$ cat src/rtl/codec_init_pkg.sv
// Shared types for the codec initialization sequencer.
// Assumes register addresses and data are one byte each.
package codec_init_pkg;

    typedef enum logic [1:0] {
        SEQ_IDLE,
        SEQ_CHECK,
        SEQ_SEND,
        SEQ_SETTLE
    } seq_state_t;

    typedef enum logic [1:0] {
        CT_DUAL_A  = 2'd0,
        CT_SINGLE  = 2'd1,
        CT_DUAL_B  = 2'd2,
        CT_NOTABLE = 2'd3
    } codec_kind_t;

    typedef struct packed {
        logic [7:0] addr;
        logic [7:0] data;
    } reg_pair_t;

    localparam logic [7:0] END_MARK = 8'hFF;

endpackage

$ cat src/rtl/codec_init_rom.sv
// Read-only pair tables, one per codec kind, selected combinationally.
// Assumes every table ends with an END_MARK entry. Indices past the
// end read back as END_MARK.
module codec_init_rom
    import codec_init_pkg::*;
#(
    parameter int IDX_W = 4
) (
    input  logic [1:0]       sel,
    input  logic [IDX_W-1:0] idx,
    output reg_pair_t        pair,
    output logic             has_table,
    output logic             per_dac
);

    // Decode the pair at (sel, idx) and the chip-count rule for sel.
    always_comb begin
        pair      = '{addr: END_MARK, data: 8'h00};
        has_table = 1'b1;
        per_dac   = 1'b0;
        unique case (codec_kind_t'(sel))
            CT_DUAL_A: begin
                per_dac = 1'b1;
                case (idx)
                    0: pair = '{addr: 8'h01, data: 8'h00};
                    1: pair = '{addr: 8'h02, data: 8'h5A};
                    2: pair = '{addr: 8'h04, data: 8'h11};
                    3: pair = '{addr: 8'h01, data: 8'h03};
                    default: ;
                endcase
            end
            CT_SINGLE: begin
                case (idx)
                    0: pair = '{addr: 8'h10, data: 8'hC1};
                    1: pair = '{addr: 8'h12, data: 8'h00};
                    2: pair = '{addr: 8'h13, data: 8'h7F};
                    3: pair = '{addr: 8'h10, data: 8'hC0};
                    4: pair = '{addr: 8'h14, data: 8'h08};
                    default: ;
                endcase
            end
            CT_DUAL_B: begin
                per_dac = 1'b1;
                case (idx)
                    0: pair = '{addr: 8'h03, data: 8'h44};
                    1: pair = '{addr: 8'h05, data: 8'h0F};
                    default: ;
                endcase
            end
            default: has_table = 1'b0;
        endcase
    end

endmodule

$ cat src/rtl/codec_init_timer.sv
// Down-counter for the settling delay after each write.
// A load starts a window of CYCLES ticks. expired is high once the
// count has reached zero. Assumes CYCLES >= 1.
module codec_init_timer #(
    parameter int CYCLES = 1000
) (
    input  logic clk,
    input  logic rst_n,
    input  logic load,
    input  logic tick,
    output logic expired
);

    localparam int CNT_W = (CYCLES < 2) ? 1 : $clog2(CYCLES);

    logic [CNT_W-1:0] cnt_q;

    // Load to CYCLES-1 and count down while ticking.
    always_ff @(posedge clk) begin
        if (!rst_n) begin
            cnt_q <= '0;
        end else if (load) begin
            cnt_q <= CNT_W'(CYCLES - 1);
        end else if (tick && cnt_q != '0) begin
            cnt_q <= cnt_q - 1'b1;
        end
    end

    assign expired = (cnt_q == '0);

endmodule

$ cat src/rtl/codec_init_seq.sv
// Codec register initialization sequencer (top).
// Replays the selected pair table once per chip. Each pair is one
// valid/ready write, and a DELAY_CYCLES settling gap follows every
// accepted write. Inputs codec_type and dac_count are sampled at start.
module codec_init_seq
    import codec_init_pkg::*;
#(
    parameter int DELAY_CYCLES = 1000,
    parameter int DAC_W        = 4,
    parameter int IDX_W        = 4
) (
    input  logic             clk,
    input  logic             rst_n,
    input  logic             start,
    input  logic [1:0]       codec_type,
    input  logic [DAC_W-1:0] dac_count,
    input  logic             wr_ready,
    output logic             wr_valid,
    output logic [DAC_W-2:0] wr_chip,
    output logic [7:0]       wr_addr,
    output logic [7:0]       wr_data,
    output logic             busy,
    output logic             done
);

    localparam int CHIP_W = DAC_W - 1;

    seq_state_t        state_q;
    logic [1:0]        type_q;
    logic [CHIP_W-1:0] chips_q;
    logic [CHIP_W-1:0] chip_q;
    logic [IDX_W-1:0]  idx_q;
    reg_pair_t         pair;
    logic              has_table;
    logic              per_dac;
    logic              settled;
    logic [1:0]        rom_sel;
    logic [CHIP_W-1:0] chips_new;

    // While idle the ROM looks at the live type, otherwise at the latched one.
    assign rom_sel = (state_q == SEQ_IDLE) ? codec_type : type_q;

    codec_init_rom #(.IDX_W(IDX_W)) rom_i (
        .sel       (rom_sel),
        .idx       (idx_q),
        .pair      (pair),
        .has_table (has_table),
        .per_dac   (per_dac)
    );

    codec_init_timer #(.CYCLES(DELAY_CYCLES)) timer_i (
        .clk     (clk),
        .rst_n   (rst_n),
        .load    (state_q == SEQ_SEND && wr_ready),
        .tick    (state_q == SEQ_SETTLE),
        .expired (settled)
    );

    // Chip count for a start request: half the DAC count, or one.
    assign chips_new = per_dac ? dac_count[DAC_W-1:1] : CHIP_W'(1);

    // Main sequencing: check entry, present write, settle, advance.
    always_ff @(posedge clk) begin
        if (!rst_n) begin
            state_q  <= SEQ_IDLE;
            type_q   <= '0;
            chips_q  <= '0;
            chip_q   <= '0;
            idx_q    <= '0;
            wr_valid <= 1'b0;
            wr_addr  <= '0;
            wr_data  <= '0;
            done     <= 1'b0;
        end else begin
            done <= 1'b0;
            unique case (state_q)
                SEQ_IDLE: begin
                    if (start) begin
                        type_q  <= codec_type;
                        chips_q <= chips_new;
                        chip_q  <= '0;
                        idx_q   <= '0;
                        if (!has_table || chips_new == '0) begin
                            done <= 1'b1;
                        end else begin
                            state_q <= SEQ_CHECK;
                        end
                    end
                end
                SEQ_CHECK: begin
                    if (pair.addr == END_MARK) begin
                        idx_q <= '0;
                        if (chip_q == chips_q - 1'b1) begin
                            done    <= 1'b1;
                            state_q <= SEQ_IDLE;
                        end else begin
                            chip_q <= chip_q + 1'b1;
                        end
                    end else begin
                        wr_addr  <= pair.addr;
                        wr_data  <= pair.data;
                        wr_valid <= 1'b1;
                        state_q  <= SEQ_SEND;
                    end
                end
                SEQ_SEND: begin
                    if (wr_ready) begin
                        wr_valid <= 1'b0;
                        state_q  <= SEQ_SETTLE;
                    end
                end
                SEQ_SETTLE: begin
                    if (settled) begin
                        idx_q   <= idx_q + 1'b1;
                        state_q <= SEQ_CHECK;
                    end
                end
                default: state_q <= SEQ_IDLE;
            endcase
        end
    end

    assign wr_chip = chip_q;
    assign busy    = (state_q != SEQ_IDLE);

endmodule

$ cat config.mk
export PLATFORM = sky130hd
export DESIGN_NAME = codec_init_seq
export DESIGN_NICKNAME = d
export VERILOG_FILES = /design/src/rtl/codec_init_pkg.sv /design/src/rtl/codec_init_rom.sv /design/src/rtl/codec_init_timer.sv /design/src/rtl/codec_init_seq.sv
export SDC_FILE = /design/constraint.sdc
export NUM_CORES = 1
export LEC_CHECK = 0
export BUFFER_PORTS_ARGS = -buffer_cell sky130_fd_sc_hd__buf_2
export CELL_PAD_IN_SITES_DETAIL_PLACEMENT = 0
export CELL_PAD_IN_SITES_GLOBAL_PLACEMENT = 1
export CORE_MARGIN = 10
export CORE_UTILIZATION = 35
export DETAILED_ROUTE_END_ITERATION = 8
export GPL_TIMING_DRIVEN = 0
export PLACE_DENSITY = 0.68
export SYNTH_ARGS = -nofsm -noshare
export SYNTH_HDL_FRONTEND = slang
export SYNTH_SLANG_ARGS = --single-unit
$ cat constraint.sdc
create_clock -name clk -period 2.4 [get_ports clk]
set_clock_uncertainty 0.2 [all_clocks]
set_input_delay 0.36 -clock clk [delete_from_list [all_inputs] [get_ports clk]]
set_output_delay 0.36 -clock clk [all_outputs]
set_load 0.01 [all_outputs]
==> results.cfg <==
[status]
status = finished, final reports clean

[synthesis]
synth_common_cells = 39 x dfxtp_1, 31 x a21oi_1, 28 x nand2_1, 21 x nor2_1, 18 x o21ai_0
synth_cell_types = 52
synth_top_family_by_area = compound AO/OA/AOI/OAI gates
synth_fp_nets = 306
synthAdderAreaFrac_pct = 6.590
syn_area_mm2 = 0.002278
synthSimpleGateAreaFrac_pct = 21.36
async_reset_ff_share_pct = 0
synth_area_leaders = dfxtp_1 34%, a21oi_1 6.8%, ha_1 6.6%, nand2_1 4.6%, o21ai_0 4.0%
yosys.area.top_type = dfxtp_1
synth-xor-area-share_pct = 4.503
synthMuxAreaShare_pct = 4.064
synth_cells = 284
synth_most_common_cell = dfxtp_1
yosysSeqAreaShare_pct = 34.27
synth-edff-count = 0
syn-mean-instance-area_um2 = 8.023
synth_ff_type = dfxtp_1
yosys_warnings = 0
synth_compound_area_share_pct = 22.84
synth_top_area_share_pct = 34.27
yosys_register_bits = 39

[min_path]
holdPathEnd = chips_q[0]
min-delay-start = dac_count[1]
hold_path_class = in -> reg
whs_path_depth = 2

[job]
max-cap-violations = 0

[global_route]
grt-ovfl-total = 0
grt_max_degree = 12
antenna_found_initial = 0
grt.total_usage_pct = 12.35
grt_pass1_wl_um = 10260
grt_pass1_vias = 2035

[sta]
fmax_mhz = 433.9
rsz0062_at_grt = true
relSlewSlack_pct = 56.53
finalMaxSlewViolations = 0
min_period_over_period_pct = 96.04
finalHoldViolCount = 0
hold_ws_ps = 138.9
fin_setup_tns_ps = 0
fin_crit_ps = 2305
setup_viol = 0
worstMarginPinSlew_ps = 652.0

[floorplanning]
dieArea_mm2 = 0.01014
die_w_um = 100.7
initial_utilization_pct = 35.88
ios = 32
rows = 29
fp.coreArea_mm2 = 0.006350
dieHeight_um = 100.7

[setup_path]
worstSetupPathType = reg -> reg
arrival_ps = 2310
critPathCaptureType = flip-flop
r2r_slack_ps = 100
rr_endpoint = state_q[0]
critPathLaunchType = flip-flop
r2r-start = state_q[0]
crit_required_ps = 2400
rr_worst_depth = 9
path_max_fanout = 10

[route]
postRouteAntennaNets = 0
vias_per_cell = 5.396
vias = 2207
wl_per_cell_um = 15.63
drt_wl_total_um = 6393
firstDrtPassIters = 4
drtIter0Drc = 62
drc_errors = 0

[finish]
fin_nets = 354
drive_gt1_share_pct = 26.51
utilization_pct = 45.58
num_antenna_cells = 0
syn2layout_area_growth_pct = 27.02
fin_area_mm2 = 0.002894

[placed_design]
place_congestion = 0.8023
dp_hpwl_um = 4464
dpl_cell_area_mm2 = 0.002527
io_buffers = 29

[clocking]
cts_tree = built
cts_made_buffers = 5
ctsHtreeMaxLevel = 2
cts.clk_slew.worst_paths_ps = 70
cts-root-buf = clkbuf_8
clk_latency_ps = 290
cts_sinks = 39
clk_path_buf_depth = 2

[power]
finalPower_mw = 2.175
ir_drop_mv = 0.3262
cellPowerDensity_mw_per_mm2 = 751.6
p_leak_nw = 1.168
[metrics by stage]
step	cells	setup slack, ps
final	409	95.13
after global routing	409	-17.14
after CTS	398	17.49
after detailed placement	390	-446.3
after global placement	390	-454.7
after floorplan	284	12.32
[where the power goes]
part           switching, mW  total, mW  internal [mW]
Combinational          0.505      0.942          0.438
Clock                  0.230      0.456          0.226
Sequential            0.0535      0.777          0.724
[flip-flops by register name, summed over array words and instances, names as in the netlist]
register       cells
chips_q            3
wr_addr            5
idx_q              4
wr_data            8
state_q            2
wr_chip            3
type_q             2
done               1
timer_i.cnt_q     10
wr_valid           1
[critical path, stage by stage (launching register included)]
cell and delay [ps]:
dfxtp_4 380, inv_4 50, ha_4 170, buf_8 140
mux2_4 330, clkbuf_8 180, mux2i_4 170, a21oi_2 100
o31a_1 310, a211oi_2 190
[worst max-delay path by stage]
stage                     slack (ps)  cells after the start         end       start
final                            100                      9  state_q[0]  state_q[0]
after global routing             -20                     10  wr_data[2]  state_q[0]
after CTS                         20                      8    idx_q[1]    idx_q[0]
after detailed placement        -450                      8    idx_q[3]  state_q[0]
after global placement          -450                      8    idx_q[3]  state_q[0]
after floorplan                   10                      8  wr_data[4]  state_q[0]
[placed cells by master, fill, tap and decap left out, types with 10 or more instances in the layout]
cell      count
buf_2        32
o21ai_0      16
ha_1         10
nor3_1       12
dfxtp_1      36
nand2_1      28
clkbuf_1     10
nor2_1       19
buf_4        13
a21oi_1      28
inv_1        11
[layer usage]
layer / part of all wire (%) / up-vias / global-route usage, %
met5: 0 / - / 0
met4: 0.95 / 0 / 3.261
met3: 5.1 / 6 / 3.224
met2: 48 / 39 / 20.10
met1: 46 / 1047 / 15.69
li1: - / 1115 / -
[cells by family (layout without fill, tap and decap cells)]
| group | count (synthesis) | in the layout |
|---|---|---|
| muxes | 9 | 9 |
| and+or+nand+nor | 99 | 99 |
| buffers and inverters | 34 | 82 |
| AOI/OAI and AO/OA | 81 | 81 |
| xor gates and xnor gates | 10 | 10 |
| DFF | 39 | 39 |
| adders and majority gates | 12 | 12 |
[what timing repair did]
action | CTS | global route
endpoints found under the setup margin | 22 | 22
gates cloned | 0 | 2
hold buffers | 0 | 0
pin swaps | 1 | 6
setup buffers | 1 | 9
endpoints found under the hold margin | 0 | 0
resized for setup | 29 | 20
[final cells by class]
type | count | area [µm²]
fill | 648 | 3456
multi-input combinational | 211 | 1479
sequential | 39 | 787.0
timing repair buffer | 41 | 250.2
buffer | 20 | 138.9
tap | 77 | 96.34
clock buffer | 6 | 82.58
inverter | 14 | 55.05
clock inverter | 1 | 5.005
Power figures use the tool's default switching activity.
